$ cat config.mk
export PLATFORM = sky130hd
export DESIGN_NAME = rng_prot_buf
export DESIGN_NICKNAME = d
export VERILOG_FILES = /design/src/rtl/rpb_pkg.sv /design/src/rtl/rpb_entry_store.sv /design/src/rtl/rpb_match_unit.sv /design/src/rtl/rpb_lookup_ctrl.sv /design/src/rtl/rng_prot_buf.sv
export SDC_FILE = /design/constraint.sdc
export NUM_CORES = 1
export LEC_CHECK = 0
export BUFFER_PORTS_ARGS = -buffer_cell sky130_fd_sc_hd__clkbuf_2
export CAP_MARGIN = 15
export CORE_UTILIZATION = 64
export CTS_BUF_LIST = sky130_fd_sc_hd__clkbuf_4
export DETAILED_ROUTE_END_ITERATION = 6
export GPL_TIMING_DRIVEN = 1
export PLACE_DENSITY = 0.82
export SETUP_SLACK_MARGIN = 0.05
export SLEW_MARGIN = 40
export SYNTH_ARGS = -nofsm -noshare
export SYNTH_HDL_FRONTEND = slang
export SYNTH_SLANG_ARGS = --single-unit
$ cat constraint.sdc
create_clock -name clk -period 11.1 [get_ports clk]
set_clock_uncertainty 0.2 [all_clocks]
set_input_delay 2.775 -clock clk [delete_from_list [all_inputs] [get_ports clk]]
set_output_delay 2.775 -clock clk [all_outputs]
set_load 0.02 [all_outputs]
$ cat src/rtl/rpb_pkg.sv
package rpb_pkg;
  localparam int RIGHTS_W = 4;
  localparam int RT_SWITCH = 3;

  // region contains address when all cared-about bits agree
  function automatic logic region_hit(input logic [63:0] addr,
                                      input logic [63:0] match,
                                      input logic [63:0] dc);
    return ((addr ^ match) & ~dc) == 64'd0;
  endfunction

  // index of lowest set bit (0 when none)
  function automatic int first_set(input logic [63:0] v);
    int r;
    r = 0;
    for (int i = 63; i >= 0; i--)
      if (v[i]) r = i;
    return r;
  endfunction
endpackage

$ cat src/rtl/rpb_entry_store.sv
module rpb_entry_store #(
  parameter int N     = 8,
  parameter int VA_W  = 16,
  localparam int IDX_W = (N > 1) ? $clog2(N) : 1
) (
  input  logic                          clk,
  input  logic                          rst_n,
  input  logic                          flush,
  input  logic                          ld_en,
  input  logic [VA_W-1:0]               ld_pd,
  input  logic [VA_W-1:0]               ld_match,
  input  logic [VA_W-1:0]               ld_dc,
  input  logic [rpb_pkg::RIGHTS_W-1:0]  ld_rights,
  input  logic [VA_W-1:0]               ld_target,
  output logic [N-1:0]                  e_vld,
  output logic [N-1:0][VA_W-1:0]        e_pd,
  output logic [N-1:0][VA_W-1:0]        e_match,
  output logic [N-1:0][VA_W-1:0]        e_dc,
  output logic [N-1:0][rpb_pkg::RIGHTS_W-1:0] e_rights,
  output logic [N-1:0][VA_W-1:0]        e_tgt,
  output logic [IDX_W-1:0]              wr_ptr
);
  logic do_write;
  assign do_write = ld_en && !flush;

  always_ff @(posedge clk) begin
    if (!rst_n || flush) begin
      e_vld  <= '0;
      wr_ptr <= '0;
    end else if (do_write) begin
      e_vld[wr_ptr] <= 1'b1;
      wr_ptr <= (int'(wr_ptr) == N-1) ? '0 : wr_ptr + 1'b1;
    end
  end

  always_ff @(posedge clk) begin
    if (do_write) begin
      e_pd[wr_ptr]     <= ld_pd;
      e_match[wr_ptr]  <= ld_match;
      e_dc[wr_ptr]     <= ld_dc;
      e_rights[wr_ptr] <= ld_rights;
      e_tgt[wr_ptr]    <= ld_target;
    end
  end
endmodule

$ cat src/rtl/rpb_match_unit.sv
module rpb_match_unit #(
  parameter int N    = 8,
  parameter int VA_W = 16
) (
  input  logic [N-1:0]                        e_vld,
  input  logic [N-1:0][VA_W-1:0]              e_pd,
  input  logic [N-1:0][VA_W-1:0]              e_match,
  input  logic [N-1:0][VA_W-1:0]              e_dc,
  input  logic [N-1:0][rpb_pkg::RIGHTS_W-1:0] e_rights,
  input  logic [N-1:0][VA_W-1:0]              e_tgt,
  input  logic [VA_W-1:0]                     q_pd,
  input  logic [VA_W-1:0]                     q_addr,
  input  logic [1:0]                          q_kind,
  output logic [N-1:0]                        intra_vec,
  output logic [N-1:0]                        cross_vec,
  output logic [N-1:0]                        ok_vec,
  output logic [VA_W-1:0]                     sel_tgt
);
  import rpb_pkg::*;

  for (genvar i = 0; i < N; i++) begin : g_cmp
    logic dom_eq, reg_in, is_sw;
    assign dom_eq = (e_pd[i] == q_pd);
    assign reg_in = region_hit(64'(q_addr), 64'(e_match[i]), 64'(e_dc[i]));
    assign is_sw  = e_rights[i][RT_SWITCH];
    assign intra_vec[i] = e_vld[i] && dom_eq && reg_in && !is_sw;
    assign cross_vec[i] = e_vld[i] && dom_eq && reg_in && is_sw;
    assign ok_vec[i]    = e_rights[i][q_kind];
  end

  always_comb begin
    sel_tgt = '0;
    for (int i = N-1; i >= 0; i--)
      if (cross_vec[i]) sel_tgt = e_tgt[i];
  end
endmodule

$ cat src/rtl/rpb_lookup_ctrl.sv
module rpb_lookup_ctrl #(
  parameter int N    = 8,
  parameter int VA_W = 16,
  parameter logic [VA_W-1:0] BOOT_PD = 'h1000,
  localparam int IDX_W = (N > 1) ? $clog2(N) : 1
) (
  input  logic            clk,
  input  logic            rst_n,
  input  logic            req_valid,
  output logic            req_ready,
  input  logic [VA_W-1:0] req_addr,
  input  logic [1:0]      req_kind,
  output logic [VA_W-1:0] q_pd,
  output logic [VA_W-1:0] q_addr,
  output logic [1:0]      q_kind,
  input  logic [N-1:0]    intra_vec,
  input  logic [N-1:0]    cross_vec,
  input  logic [N-1:0]    ok_vec,
  input  logic [VA_W-1:0] sel_tgt,
  output logic            rsp_valid,
  output logic            rsp_grant,
  output logic            rsp_fault,
  output logic            rsp_miss,
  output logic            rsp_crossed,
  output logic [VA_W-1:0] cur_pd,
  output logic            ev_cross,
  output logic            ev_done
);
  import rpb_pkg::*;

  // compare stage
  logic       c_vld, c_second;
  // decide stage
  logic       d_vld, d_second;
  logic [VA_W-1:0] d_addr, d_tgt;
  logic [1:0] d_kind;
  logic [N-1:0] d_intra, d_cross, d_ok;
  logic       pend;

  logic       accept, any_intra, win_ok;
  logic [IDX_W-1:0] win;

  assign req_ready = !(c_vld || d_vld || pend);
  assign accept    = req_valid && req_ready;

  assign any_intra = |d_intra;
  assign win       = IDX_W'(first_set(64'(d_intra)));
  assign win_ok    = d_ok[win];
  assign ev_cross  = d_vld && !any_intra && (|d_cross) && !d_second;
  assign ev_done   = d_vld && !ev_cross;

  always_ff @(posedge clk) begin
    if (!rst_n) begin
      c_vld    <= 1'b0;
      c_second <= 1'b0;
      q_addr   <= '0;
      q_kind   <= '0;
      q_pd     <= '0;
    end else if (accept) begin
      c_vld    <= 1'b1;
      c_second <= 1'b0;
      q_addr   <= req_addr;
      q_kind   <= req_kind;
      q_pd     <= cur_pd;
    end else if (pend) begin
      c_vld    <= 1'b1;
      c_second <= 1'b1;
      q_addr   <= d_addr;
      q_kind   <= d_kind;
      q_pd     <= cur_pd;
    end else begin
      c_vld    <= 1'b0;
    end
  end

  always_ff @(posedge clk) begin
    if (!rst_n) begin
      d_vld    <= 1'b0;
      d_second <= 1'b0;
      d_addr   <= '0;
      d_kind   <= '0;
      d_intra  <= '0;
      d_cross  <= '0;
      d_ok     <= '0;
      d_tgt    <= '0;
    end else begin
      d_vld <= c_vld;
      if (c_vld) begin
        d_second <= c_second;
        d_addr   <= q_addr;
        d_kind   <= q_kind;
        d_intra  <= intra_vec;
        d_cross  <= cross_vec;
        d_ok     <= ok_vec;
        d_tgt    <= sel_tgt;
      end
    end
  end

  always_ff @(posedge clk) begin
    if (!rst_n) begin
      pend        <= 1'b0;
      cur_pd      <= BOOT_PD;
      rsp_valid   <= 1'b0;
      rsp_grant   <= 1'b0;
      rsp_fault   <= 1'b0;
      rsp_miss    <= 1'b0;
      rsp_crossed <= 1'b0;
    end else begin
      pend        <= ev_cross;
      if (ev_cross) cur_pd <= d_tgt;
      rsp_valid   <= ev_done;
      rsp_grant   <= ev_done && any_intra && win_ok;
      rsp_fault   <= ev_done && any_intra && !win_ok;
      rsp_miss    <= ev_done && !any_intra;
      rsp_crossed <= ev_done && d_second;
    end
  end
endmodule

$ cat src/rtl/rng_prot_buf.sv
module rng_prot_buf #(
  parameter int N    = 8,
  parameter int VA_W = 16,
  parameter logic [VA_W-1:0] BOOT_PD = 'h1000
) (
  input  logic            clk,
  input  logic            rst_n,
  input  logic            flush_all,
  input  logic            ld_en,
  input  logic [VA_W-1:0] ld_pd,
  input  logic [VA_W-1:0] ld_match,
  input  logic [VA_W-1:0] ld_dc,
  input  logic [3:0]      ld_rights,
  input  logic [VA_W-1:0] ld_target,
  input  logic            req_valid,
  output logic            req_ready,
  input  logic [VA_W-1:0] req_addr,
  input  logic [1:0]      req_kind,
  output logic            rsp_valid,
  output logic            rsp_grant,
  output logic            rsp_fault,
  output logic            rsp_miss,
  output logic            rsp_crossed,
  output logic [VA_W-1:0] cur_pd
);
  localparam int IDX_W = (N > 1) ? $clog2(N) : 1;

  logic [N-1:0]                        valid_mask;
  logic [N-1:0][VA_W-1:0]              e_pd, e_match, e_dc, e_tgt;
  logic [N-1:0][rpb_pkg::RIGHTS_W-1:0] e_rights;
  logic [IDX_W-1:0]                    wr_ptr;
  logic [VA_W-1:0]                     q_pd, q_addr, sel_tgt;
  logic [1:0]                          q_kind;
  logic [N-1:0]                        intra_vec, cross_vec, ok_vec;
  logic                                ev_cross, ev_done;

  rpb_entry_store #(.N(N), .VA_W(VA_W)) u_store (
    .clk(clk), .rst_n(rst_n), .flush(flush_all), .ld_en(ld_en),
    .ld_pd(ld_pd), .ld_match(ld_match), .ld_dc(ld_dc),
    .ld_rights(ld_rights), .ld_target(ld_target),
    .e_vld(valid_mask), .e_pd(e_pd), .e_match(e_match), .e_dc(e_dc),
    .e_rights(e_rights), .e_tgt(e_tgt), .wr_ptr(wr_ptr)
  );

  rpb_match_unit #(.N(N), .VA_W(VA_W)) u_match (
    .e_vld(valid_mask), .e_pd(e_pd), .e_match(e_match), .e_dc(e_dc),
    .e_rights(e_rights), .e_tgt(e_tgt),
    .q_pd(q_pd), .q_addr(q_addr), .q_kind(q_kind),
    .intra_vec(intra_vec), .cross_vec(cross_vec), .ok_vec(ok_vec),
    .sel_tgt(sel_tgt)
  );

  rpb_lookup_ctrl #(.N(N), .VA_W(VA_W), .BOOT_PD(BOOT_PD)) u_ctrl (
    .clk(clk), .rst_n(rst_n), .req_valid(req_valid), .req_ready(req_ready),
    .req_addr(req_addr), .req_kind(req_kind),
    .q_pd(q_pd), .q_addr(q_addr), .q_kind(q_kind),
    .intra_vec(intra_vec), .cross_vec(cross_vec), .ok_vec(ok_vec),
    .sel_tgt(sel_tgt),
    .rsp_valid(rsp_valid), .rsp_grant(rsp_grant), .rsp_fault(rsp_fault),
    .rsp_miss(rsp_miss), .rsp_crossed(rsp_crossed), .cur_pd(cur_pd),
    .ev_cross(ev_cross), .ev_done(ev_done)
  );
endmodule

==> metrics.log <==
INFO  metric grt_max_degree = between 80 and 90
INFO  metric worst_pin_slew = around 0.90 ns
INFO  metric ys_ff_latch = 673
INFO  metric vias = 16612
INFO  metric antenna_found_initial = 3
INFO  metric drt-initial-drc-count = 1718
INFO  metric syn_area = between 20000 and 30000 um2
INFO  metric status = complete, no violations
INFO  metric number_of_warnings_issued_by_yosys = 0
INFO  metric ctsResizeCount = 0
INFO  metric first_global_vias = about 16000
INFO  metric top_ff_cell_synth = sky130_fd_sc_hd__edfxtp_1
INFO  metric synthDistinctLibCells = 59
INFO  metric post_route_cells_drive_above_1_share = 21.7%
INFO  metric critical_path_arrival = 1.63 ns
INFO  metric cts_tree = done
INFO  metric routabilityCongestion = approximately 0.86
INFO  metric final_design_area_no_fill = 29400 um2
INFO  metric max_freq = 0.217 GHz
INFO  metric postRouteAntennaNets = 0
INFO  metric synth_compound_gate_area_share = around 6.8%
INFO  metric synth_nets = 1884
INFO  metric holdWs = 0.256 ns
INFO  metric period_needed = 4.61 ns
INFO  metric cts.hold.buffers_added = 0
INFO  metric avgViaCountPerCell = 6.29
INFO  metric synth_xor_xnor_area_share = 8.57%
INFO  metric grt_first_pass_wirelength = 97.5 mm
INFO  metric dominant_combinational_cell_family_by_area_after_synthesis = XOR/XNOR gates
INFO  metric postCtsSetupRepairBufs = 0
INFO  metric drt_first_pass_iters = 7
INFO  metric drc = 0
INFO  metric largest_fanout_of_any_net_on_the_critical_path = 2
INFO  metric top_level_ports = 113
INFO  metric rows = 73
INFO  metric placement.io_buffers = 112
INFO  metric clock-sinks = 673
INFO  metric initial_core_util = 65.5%
INFO  metric routed_wirelength = 65.9 mm
INFO  metric dp_hpwl = 41.3 mm
INFO  metric power.ir.vdd_worst = 0.141 mV
INFO  metric critical_path.max_stage_delay = 0.33 ns
INFO  metric timing.final.max_slew_violations = 0
INFO  metric timing.critical_path.cells = nor3_1, clkbuf_2
INFO  metric place.detailed.instances = around 2300
INFO  metric setup_tns = 0 ns
INFO  metric cts_buffers = 163
INFO  metric die_height = 205 um
INFO  metric post_synth.cell_area_avg = 14.7 um2
INFO  metric leakagePower = 9.74 nW
INFO  metric crit_required = between 8 and 9 ns
INFO  metric critical_path_class = reg2out
INFO  metric finalHoldViolCount = 0
INFO  metric final_cells = 2643
INFO  metric floorplan.core_area = 40100 um2
INFO  metric total_cell_area_at_the_placement_stage = roughly 27000 um2
INFO  metric critical_path.startpoint_type = flop
INFO  metric clkTransAtPathRegs = 0.07 ns
INFO  metric setup_viol = 0
INFO  metric num-nets-final = 2079
INFO  metric adder_and_majority_cell_fraction_of_the_synthesized_area = 0.0953%
INFO  metric finalPower = about 5 mW
INFO  metric layout-area-overhead-vs-synth = 12.2%
INFO  metric detail_route.wl_per_cell = 24.9 um
INFO  metric post_synth_and_or_nand_nor_area_fraction = 8.15%
INFO  metric fp.dieW = 205 um
INFO  metric yosys-mux-area-fraction = under 10%
INFO  metric async_reset_ff_share = 0%
INFO  metric critPathSlowestCell = sky130_fd_sc_hd__dfxtp_2
INFO  metric layout_worst_path_cycle_share = 41.5%
INFO  metric ys_seq_area_share = 72.1%
INFO  metric worst_max_slew_margin_expressed_relative_to_the_limit = 39.3%
INFO  metric number_of_levels_in_the_clock_h_tree = 4
INFO  metric groute.usage.overall = 32.4%
INFO  metric synth-edff-count = 544
INFO  metric maximum_root_to_sink_buffer_count = 3
INFO  metric synth_cells = 1791
INFO  metric clock_insertion_delay_worst_skew = 0.88 ns
INFO  metric setup_repair_after_global_routing_missed_its_margin = false
INFO  metric clk_root_buffer_cell = sky130_fd_sc_hd__clkbuf_4
INFO  metric timing.max_cap.violations = 0
INFO  metric holdCritPathClass = reg2reg
INFO  metric overflow = 0
INFO  metric die_area = 41800 um2
INFO  metric worstSetupEndpointType = output port
INFO  metric cellPowerDensity = 171 nW/um2
-- stage by stage --
step	util, %	worst slack, ns
floorplan	-	2.15
detailed placement	68.0	5.74
CTS	73.3	6.46
finish	73.4	6.49
global placement	67.8	5.81
global route	73.4	6.42
-- synth_stat cells, types with 10 or more instances --
cell                       count  area, um2
sky130_fd_sc_hd__inv_1        24       90.1
sky130_fd_sc_hd__nor3_1       36        180
sky130_fd_sc_hd__nand2_1     113        424
sky130_fd_sc_hd__nor2_1       98        368
sky130_fd_sc_hd__nand4_1      34        213
sky130_fd_sc_hd__xor2_1       73        639
sky130_fd_sc_hd__dfxtp_1     129       2580
sky130_fd_sc_hd__o21ai_0      34        170
sky130_fd_sc_hd__nor4_1       44        275
sky130_fd_sc_hd__mux4_2       10        225
sky130_fd_sc_hd__o21a_1       16        120
sky130_fd_sc_hd__buf_2        25        125
sky130_fd_sc_hd__edfxtp_1    544      16300
sky130_fd_sc_hd__a221oi_1     11       96.3
sky130_fd_sc_hd__mux2i_1      31        310
sky130_fd_sc_hd__nand3_1      41        205
sky130_fd_sc_hd__xnor2_1     184       1610
sky130_fd_sc_hd__a22oi_1      28        210
sky130_fd_sc_hd__clkbuf_1     57        214
sky130_fd_sc_hd__o22ai_1      57        357
sky130_fd_sc_hd__a211oi_1     14        105
sky130_fd_sc_hd__buf_4        13       97.6
sky130_fd_sc_hd__a21oi_1      63        315
sky130_fd_sc_hd__o221ai_1     16        140
-- cells in the final DEF (no fill, tap or decap), types with 6 or more instances in the layout --
master,count
sky130_fd_sc_hd__a211oi_1,14
sky130_fd_sc_hd__a21oi_1,63
sky130_fd_sc_hd__a221oi_1,11
sky130_fd_sc_hd__a221oi_2,9
sky130_fd_sc_hd__a22oi_1,28
sky130_fd_sc_hd__buf_4,12
sky130_fd_sc_hd__buf_6,7
sky130_fd_sc_hd__clkbuf_2,112
sky130_fd_sc_hd__clkbuf_4,252
sky130_fd_sc_hd__clkinv_1,31
sky130_fd_sc_hd__dfxtp_1,128
sky130_fd_sc_hd__edfxtp_1,544
sky130_fd_sc_hd__inv_1,23
sky130_fd_sc_hd__mux2i_1,31
sky130_fd_sc_hd__mux4_2,10
sky130_fd_sc_hd__nand2_1,113
sky130_fd_sc_hd__nand2b_1,6
sky130_fd_sc_hd__nand3_1,41
sky130_fd_sc_hd__nand4_1,34
sky130_fd_sc_hd__nor2_1,90
sky130_fd_sc_hd__nor2_4,8
sky130_fd_sc_hd__nor3_1,33
sky130_fd_sc_hd__nor4_1,38
sky130_fd_sc_hd__nor4_2,15
sky130_fd_sc_hd__o211ai_1,8
sky130_fd_sc_hd__o21a_1,16
sky130_fd_sc_hd__o21ai_0,34
sky130_fd_sc_hd__o221ai_1,16
sky130_fd_sc_hd__o22ai_1,57
sky130_fd_sc_hd__xnor2_1,184
sky130_fd_sc_hd__xor2_1,73
-- final cells by class --
class / count / area [um2]
clock inverter: 43 / 251
tap: 525 / 657
sequential: 673 / 18900
timing repair buffer: 133 / 749
inverter: 25 / 95.1
antenna: 2 / 5.00
fill: 2382 / 10600
clock buffer: 252 / 1890
multi-input combinational: 990 / 6880
-- worst max-delay path, delay by kind of cell, from the launching register on --
kind | cells | cell delay, ns
and+or+nand+nor | 1 | 0.24
buffers and inverters | 1 | 0.21
DFF | 1 | 0.33
-- logic make-up (layout without fill, tap and decap cells) --
family	count (synthesis)	count (layout)
adder cells (fa/ha/maj)	2	2
AND/OR/NAND/NOR	424	424
flip-flops	673	673
AO/OA/AOI/OAI	265	265
XOR/XNOR	257	257
multiplexers	42	42
buffers and inverters	128	453
other	0	2
-- path summary, 6_finish.rpt --
kind | end | slack (ns) | cells after the start | from
setup / recovery | req_ready | 6.49 | 2 | u_ctrl.c_vld
hold / removal | u_ctrl.cur_pd[13] | 0.26 | 2 | u_ctrl.d_tgt[13]
setup reg to reg | u_ctrl.d_tgt[10] | 6.86 | 8 | u_ctrl.q_pd[9]
hold reg to reg | u_ctrl.cur_pd[13] | 0.26 | 2 | u_ctrl.d_tgt[13]
-- power by group --
| group | total [mW] | internal [mW] | switching [mW] |
|---|---|---|---|
| combinational | 0.186 | 0.0624 | 0.124 |
| sequential | 2.78 | 2.75 | 0.0323 |
| clock | 2.06 | 1.10 | 0.956 |
-- layer usage --
metal | routed length, um | global-route usage, % | up-vias
met2 | 31400 | 51.2 | 1092
met5 | 0 | 0 | -
met4 | 2750 | 16.2 | 0
li1 | - | - | 7210
met3 | 7240 | 6.81 | 154
met1 | 24500 | 42.9 | 8156
-- flip-flops by register name, indices dropped and copies added (netlist names), 32 cells and up --
| signal | cells |
|---|---|
| u_store.e_match | 128 |
| u_store.e_pd | 128 |
| u_store.e_dc | 128 |
| u_store.e_tgt | 128 |
| u_store.e_rights | 32 |
(Power assumes the default switching activity.)
